$ cat src/rtl/pra_pkg.sv
// Shared definitions for the pin result accumulator.
package pra_pkg;
    typedef enum logic [1:0] {
        SEL_ROLE    = 2'd0,
        SEL_OBSERVE = 2'd1,
        SEL_MODE    = 2'd2,
        SEL_NONE    = 2'd3
    } reg_sel_e;
endpackage

$ cat src/rtl/pra_cfg_regs.sv
// Configuration registers: channel roles, observe mask, accumulation mode.
// Assumes one write per cycle; writes to the unused select are dropped.
module pra_cfg_regs #(
    parameter int NPINS = 8
) (
    input  logic             clk,
    input  logic             rst_n,
    input  logic             we,
    input  logic [1:0]       addr,
    input  logic [NPINS-1:0] wdata,
    output logic [NPINS-1:0] role_out,
    output logic [NPINS-1:0] observe,
    output logic             auto_en
);
    import pra_pkg::*;

    reg_sel_e sel;
    assign sel = reg_sel_e'(addr);

    // Register update on a write, cleared by reset.
    always_ff @(posedge clk) begin
        if (!rst_n) begin
            role_out <= '0;
            observe  <= '0;
            auto_en  <= 1'b0;
        end else if (we) begin
            case (sel)
                SEL_ROLE:    role_out <= wdata;
                SEL_OBSERVE: observe  <= wdata;
                SEL_MODE:    auto_en  <= wdata[0];
                default:     ;
            endcase
        end
    end
endmodule

$ cat src/rtl/pra_pin_judge.sv
// Per-channel judging: masks by role and observe, compares against the
// expected level, captures the vector and its OR on each step strobe.
// Assumes comparator bits are already synchronous to clk.
module pra_pin_judge #(
    parameter int NPINS = 8
) (
    input  logic             clk,
    input  logic             rst_n,
    input  logic             strobe,
    input  logic [NPINS-1:0] role_out,
    input  logic [NPINS-1:0] observe,
    input  logic [NPINS-1:0] expect_lvl,
    input  logic [NPINS-1:0] above_hi,
    input  logic [NPINS-1:0] below_lo,
    output logic             present_now,
    output logic [NPINS-1:0] fail_q,
    output logic             present_q,
    output logic             valid_q
);
    logic [NPINS-1:0] fail_now;

    // One judging cell per channel.
    for (genvar i = 0; i < NPINS; i++) begin : g_cell
        logic active;
        logic miss;
        assign active      = role_out[i] & observe[i];
        assign miss        = expect_lvl[i] ? ~above_hi[i] : ~below_lo[i];
        assign fail_now[i] = active & miss;
    end

    assign present_now = |fail_now;

    // Capture the per-channel and step verdicts on the strobe.
    always_ff @(posedge clk) begin
        if (!rst_n) begin
            fail_q    <= '0;
            present_q <= 1'b0;
        end else if (strobe) begin
            fail_q    <= fail_now;
            present_q <= present_now;
        end
    end

    // Step-valid pulse for one cycle after each strobe.
    always_ff @(posedge clk) begin
        if (!rst_n) valid_q <= 1'b0;
        else        valid_q <= strobe;
    end
endmodule

$ cat src/rtl/pra_cum_store.sv
// Sticky cumulative failure flag fed at sentence ends in automatic mode.
// A strobe in the same cycle contributes its fresh verdict; clear wins.
module pra_cum_store (
    input  logic clk,
    input  logic rst_n,
    input  logic auto_en,
    input  logic sent_end,
    input  logic clear,
    input  logic strobe,
    input  logic present_now,
    input  logic present_q,
    output logic cum
);
    logic verdict;
    assign verdict = strobe ? present_now : present_q;

    // Accumulate or clear the cumulative flag.
    always_ff @(posedge clk) begin
        if (!rst_n)                    cum <= 1'b0;
        else if (clear)                cum <= 1'b0;
        else if (sent_end && auto_en)  cum <= cum | verdict;
    end
endmodule

$ cat src/rtl/pin_result_accum.sv
// Top of the pin result accumulator: configuration, per-channel judging
// and cumulative storage. Assumes all inputs are synchronous to clk.
module pin_result_accum #(
    parameter int NPINS = 8
) (
    input  logic             clk,
    input  logic             rst_n,
    input  logic             cfg_we,
    input  logic [1:0]       cfg_addr,
    input  logic [NPINS-1:0] cfg_wdata,
    input  logic             step_strobe,
    input  logic [NPINS-1:0] step_expect,
    input  logic [NPINS-1:0] cmp_above_hi,
    input  logic [NPINS-1:0] cmp_below_lo,
    input  logic             sentence_end,
    input  logic             cum_clear,
    output logic [NPINS-1:0] pin_fail,
    output logic             step_fail,
    output logic             step_valid,
    output logic             cum_fail
);
    logic [NPINS-1:0] role_q;
    logic [NPINS-1:0] observe_q;
    logic             auto_en;
    logic             present_now;

    pra_cfg_regs #(.NPINS(NPINS)) u_cfg (
        .clk(clk), .rst_n(rst_n), .we(cfg_we), .addr(cfg_addr),
        .wdata(cfg_wdata), .role_out(role_q), .observe(observe_q),
        .auto_en(auto_en)
    );

    pra_pin_judge #(.NPINS(NPINS)) u_judge (
        .clk(clk), .rst_n(rst_n), .strobe(step_strobe),
        .role_out(role_q), .observe(observe_q), .expect_lvl(step_expect),
        .above_hi(cmp_above_hi), .below_lo(cmp_below_lo),
        .present_now(present_now), .fail_q(pin_fail),
        .present_q(step_fail), .valid_q(step_valid)
    );

    pra_cum_store u_cum (
        .clk(clk), .rst_n(rst_n), .auto_en(auto_en),
        .sent_end(sentence_end), .clear(cum_clear), .strobe(step_strobe),
        .present_now(present_now), .present_q(step_fail), .cum(cum_fail)
    );
endmodule

$ cat config.mk
export PLATFORM = sky130hd
export DESIGN_NAME = pin_result_accum
export DESIGN_NICKNAME = d
export VERILOG_FILES = /design/src/rtl/pra_pkg.sv /design/src/rtl/pra_cfg_regs.sv /design/src/rtl/pra_pin_judge.sv /design/src/rtl/pra_cum_store.sv /design/src/rtl/pin_result_accum.sv
export SDC_FILE = /design/constraint.sdc
export NUM_CORES = 1
export LEC_CHECK = 0
export BUFFER_PORTS_ARGS = -buffer_cell sky130_fd_sc_hd__buf_2
export CAP_MARGIN = 20
export CORE_ASPECT_RATIO = 0.7
export CORE_UTILIZATION = 30
export CTS_CLUSTER_DIAMETER = 80
export DETAILED_ROUTE_END_ITERATION = 6
export GPL_TIMING_DRIVEN = 0
export PLACE_DENSITY_LB_ADDON = 0.05
export SLEW_MARGIN = 5
export SYNTH_ARGS = -nofsm -noshare
export SYNTH_HDL_FRONTEND = slang
export SYNTH_SLANG_ARGS = --single-unit
$ cat constraint.sdc
create_clock -name clk -period 1 [get_ports clk]
set_input_delay 0.05 -clock clk [delete_from_list [all_inputs] [get_ports clk]]
set_output_delay 0.05 -clock clk [all_outputs]
set_load 0.1 [all_outputs]
==> flow_metrics.tcl <==
set metrics [dict create \
    status "finished with violations" \
    violations "setup timing" \
    post_layout_util_pct 41.7 \
    leakage_nw 0.749 \
    initial_core_util_pct 31.6 \
    reg2reg_slack_ns -0.09 \
    synth_nets 156 \
    final.fill_count 417 \
    timing.critical_path.arrival_ns 1.26 \
    antenna_diode_count 0 \
    yosys.cell_types.count 26 \
    vias_per_cell 4.56 \
    num_rows 19 \
    finalWeightedCongestion 0.683 \
    postRouteAntennaNets 0 \
    timing.critical_path.fanout_max 2 \
    final_critical_path_setup_slack_ns -0.0897 \
    timing_hold_violations_final 0 \
    die-width_um 79.3 \
    cts_hold_buf 0 \
    finalWorstPathRequiredPeriod_ns 1.09 \
    crit_path_start "u_cfg.observe[0]" \
    worst_setup_path_start_kind "flop" \
    fin_crit_sh_pct 109 \
    hpwlAfterDp_um 2180 \
    post_route_drc_violation_count 0 \
    synth_area_um2 1250 \
    inst_count_dp 217 \
    timing.rr.start "u_cfg.observe[0]" \
    synth_seq_area_share_pct 44.7 \
    first_pass_grt_wire_length_um 4650 \
    cts.sinks 28 \
    max-cap-violations 0 \
    worst_ir_drop_vdd_uv 665 \
    worst_clock_skew_ns 0.00667 \
    layout.cells.non_filler 220 \
    grt-ovfl-total 0 \
    clock_network_latency_to_the_later_pin_of_the_worst_skew_pair_ns 0.27 \
    detailroute.via_count 1004 \
    drt-initial-drc-count 36 \
    grt_pass1_vias 1027 \
    critical_path_class "reg -> reg" \
    register_area_um2 573 \
    grt_antenna_before_repair 0 \
    synth-warning-count 0 \
    achievable-frequency_ghz 0.918 \
    pwr_density_cell_nw_per_um2 1250 \
    unrepaired_setup_endpoints_after_global_routing "yes" \
    grt_start_max_net_pins 15 \
    die-height_um 56.1 \
    drive_gt1_share_pct 44.0 \
    finalSetupViolations 2 \
    place_ws_ns -0.118 \
    design.final.nets 210 \
    design.die.area_um2 4450 \
    tritoncts.num_buffers 3 \
    cp_data_required_time_ns 1.17 \
    max-slew-margin-rel_pct 69.4 \
    multi_input_comb_area_um2 658 \
    numPortBuffers 49 \
    synthToLayoutAreaGrowth_pct 31.8 \
    drt-wirelength-per-cell_um 12.9 \
    class_of_the_tightest_hold_or_removal_check "in -> reg" \
    drv_slew 0 \
    io_pins 51 \
    clk_root_buffer_cell "clkbuf_8" \
    timing.critical_path.to_type "flop" \
    cts.clk_slew.worst_paths_ns 0.09 \
    groute.usage.overall_pct 13.8 \
    cts_max_path_buffers 2 \
    ffs_latches_synth 28 \
    totalWireLength_um 2840 \
    floorplan.core_area_um2 3970 \
    holdCritStartpoint "cfg_wdata[1]" \
    detail_route.first_pass.iterations 4 \
    syn_area_per_cell_um2 10.8 \
    cts_tree "done" \
    cts-htree-levels 1 \
    worst_slew_pin_slew_ns 0.459 \
    synth_cells 116 \
]
-- repair_timing --
item,CTS,global route
gates cloned,0,0
hold endpoints to repair,0,0
buffers inserted,0,0
gates resized for setup,12,2
pin swaps,3,0
endpoints found under the setup margin,13,4
-- cell families (layout without fill, tap and decap cells) --
logic type | count (synthesis) | after routing | share of synthesized area, %
buffers and inverters | 6 | 58 | 2.89
DFF | 28 | 28 | 44.7
and+or+nand+nor | 43 | 43 | 22.0
muxes | 27 | 27 | 22.5
AOI/OAI and AO/OA | 12 | 12 | 7.88
-- registers in the layout (all words and copies together), names as in the netlist --
register and cells:
u_cfg.role_out 8, u_cfg.auto_en 1, u_cfg.observe 8, u_judge.valid_q 1, u_judge.fail_q 8, u_judge.present_q 1
u_cum.cum 1
-- cells in the mapped netlist --
cell	n	area, um^2
nand2b_1	5	31.3
buf_4	1	7.51
nor2b_1	20	125
clkbuf_1	2	7.51
nand3b_1	1	7.51
nor3b_1	1	7.51
and3_1	1	6.26
o21ai_2	1	8.76
and2_1	1	6.26
and3_4	3	33.8
a31oi_1	2	12.5
a22o_1	1	8.76
mux2i_2	2	27.5
buf_2	2	10.0
nand3_1	1	5.00
mux2_4	1	15.0
a21boi_1	5	37.5
nor2_1	1	3.75
nand2_1	4	15.0
o211a_1	2	20.0
mux2i_1	24	240
nor3_2	1	10.0
buf_6	1	11.3
o2111a_1	1	11.3
nand4_1	4	25.0
dfxtp_1	28	561
-- layer usage --
layer	GRT usage (%)	vias to the layer above	wire (um)
li1	-	510	-
met1	18.2	465	1370
met2	23.0	27	1310
met3	3.44	2	143
met4	2.34	0	13
met5	0	-	0
-- stage by stage --
stage               power, mW  area, um^2  TNS [ns]  hold slack, ns
floorplan                1.37        1270    -0.240           0.178
global placement         1.49        1580    -0.158           0.322
detailed placement       1.49        1580    -0.200           0.331
CTS                      2.11        1650    -0.162          0.0428
global route             2.17        1650    -0.228          0.0602
finish                   2.07        1650    -0.131          0.0508
-- critical path: stages, from the launching register on --
cell	delay [ns]
dfxtp_2	0.33
and3_4	0.17
nor3_2	0.18
nand4_1	0.12
a22o_1	0.19
-- cells in the final DEF, fill, tap and decap left out, drive strengths merged --
cell type   n
nor2        1
buf        53
o2111a      1
mux2        1
a31oi       2
o211a       2
o21ai       1
nand2       4
nor3b       1
nand4       4
a21boi      5
and3        4
and2        1
clkbuf      5
nor3        1
mux2i      26
a22o        1
nand2b      5
nand3b      1
dfxtp      28
nand3       1
nor2b      20
-- path summary, 6_finish.rpt --
path                                           to  depth (start not counted)
worst max-delay path                    u_cum.cum                          4
worst min-delay path             u_cfg.observe[1]                          3
worst min register to register  u_judge.fail_q[4]                          2
worst max register to register          u_cum.cum                          4
-- where the power goes --
| part | total [mW] | leakage (nW) | switching [mW] | internal [mW] |
|---|---|---|---|---|
| registers | 1.16 | 0.232 | 0.0170 | 1.14 |
| logic | 0.306 | 0.495 | 0.157 | 0.149 |
| clock network | 0.599 | 0.0216 | 0.329 | 0.270 |
-- layout make-up --
| cell class | count | share of cell area [%] |
|---|---|---|
| clock buffer | 3 | 2.50 |
| sequential | 28 | 34.6 |
| multi-input combinational | 82 | 39.8 |
| buffer | 6 | 2.19 |
| tap | 52 | 3.93 |
| timing repair buffer | 49 | 16.9 |
(Power assumes the default switching activity.)
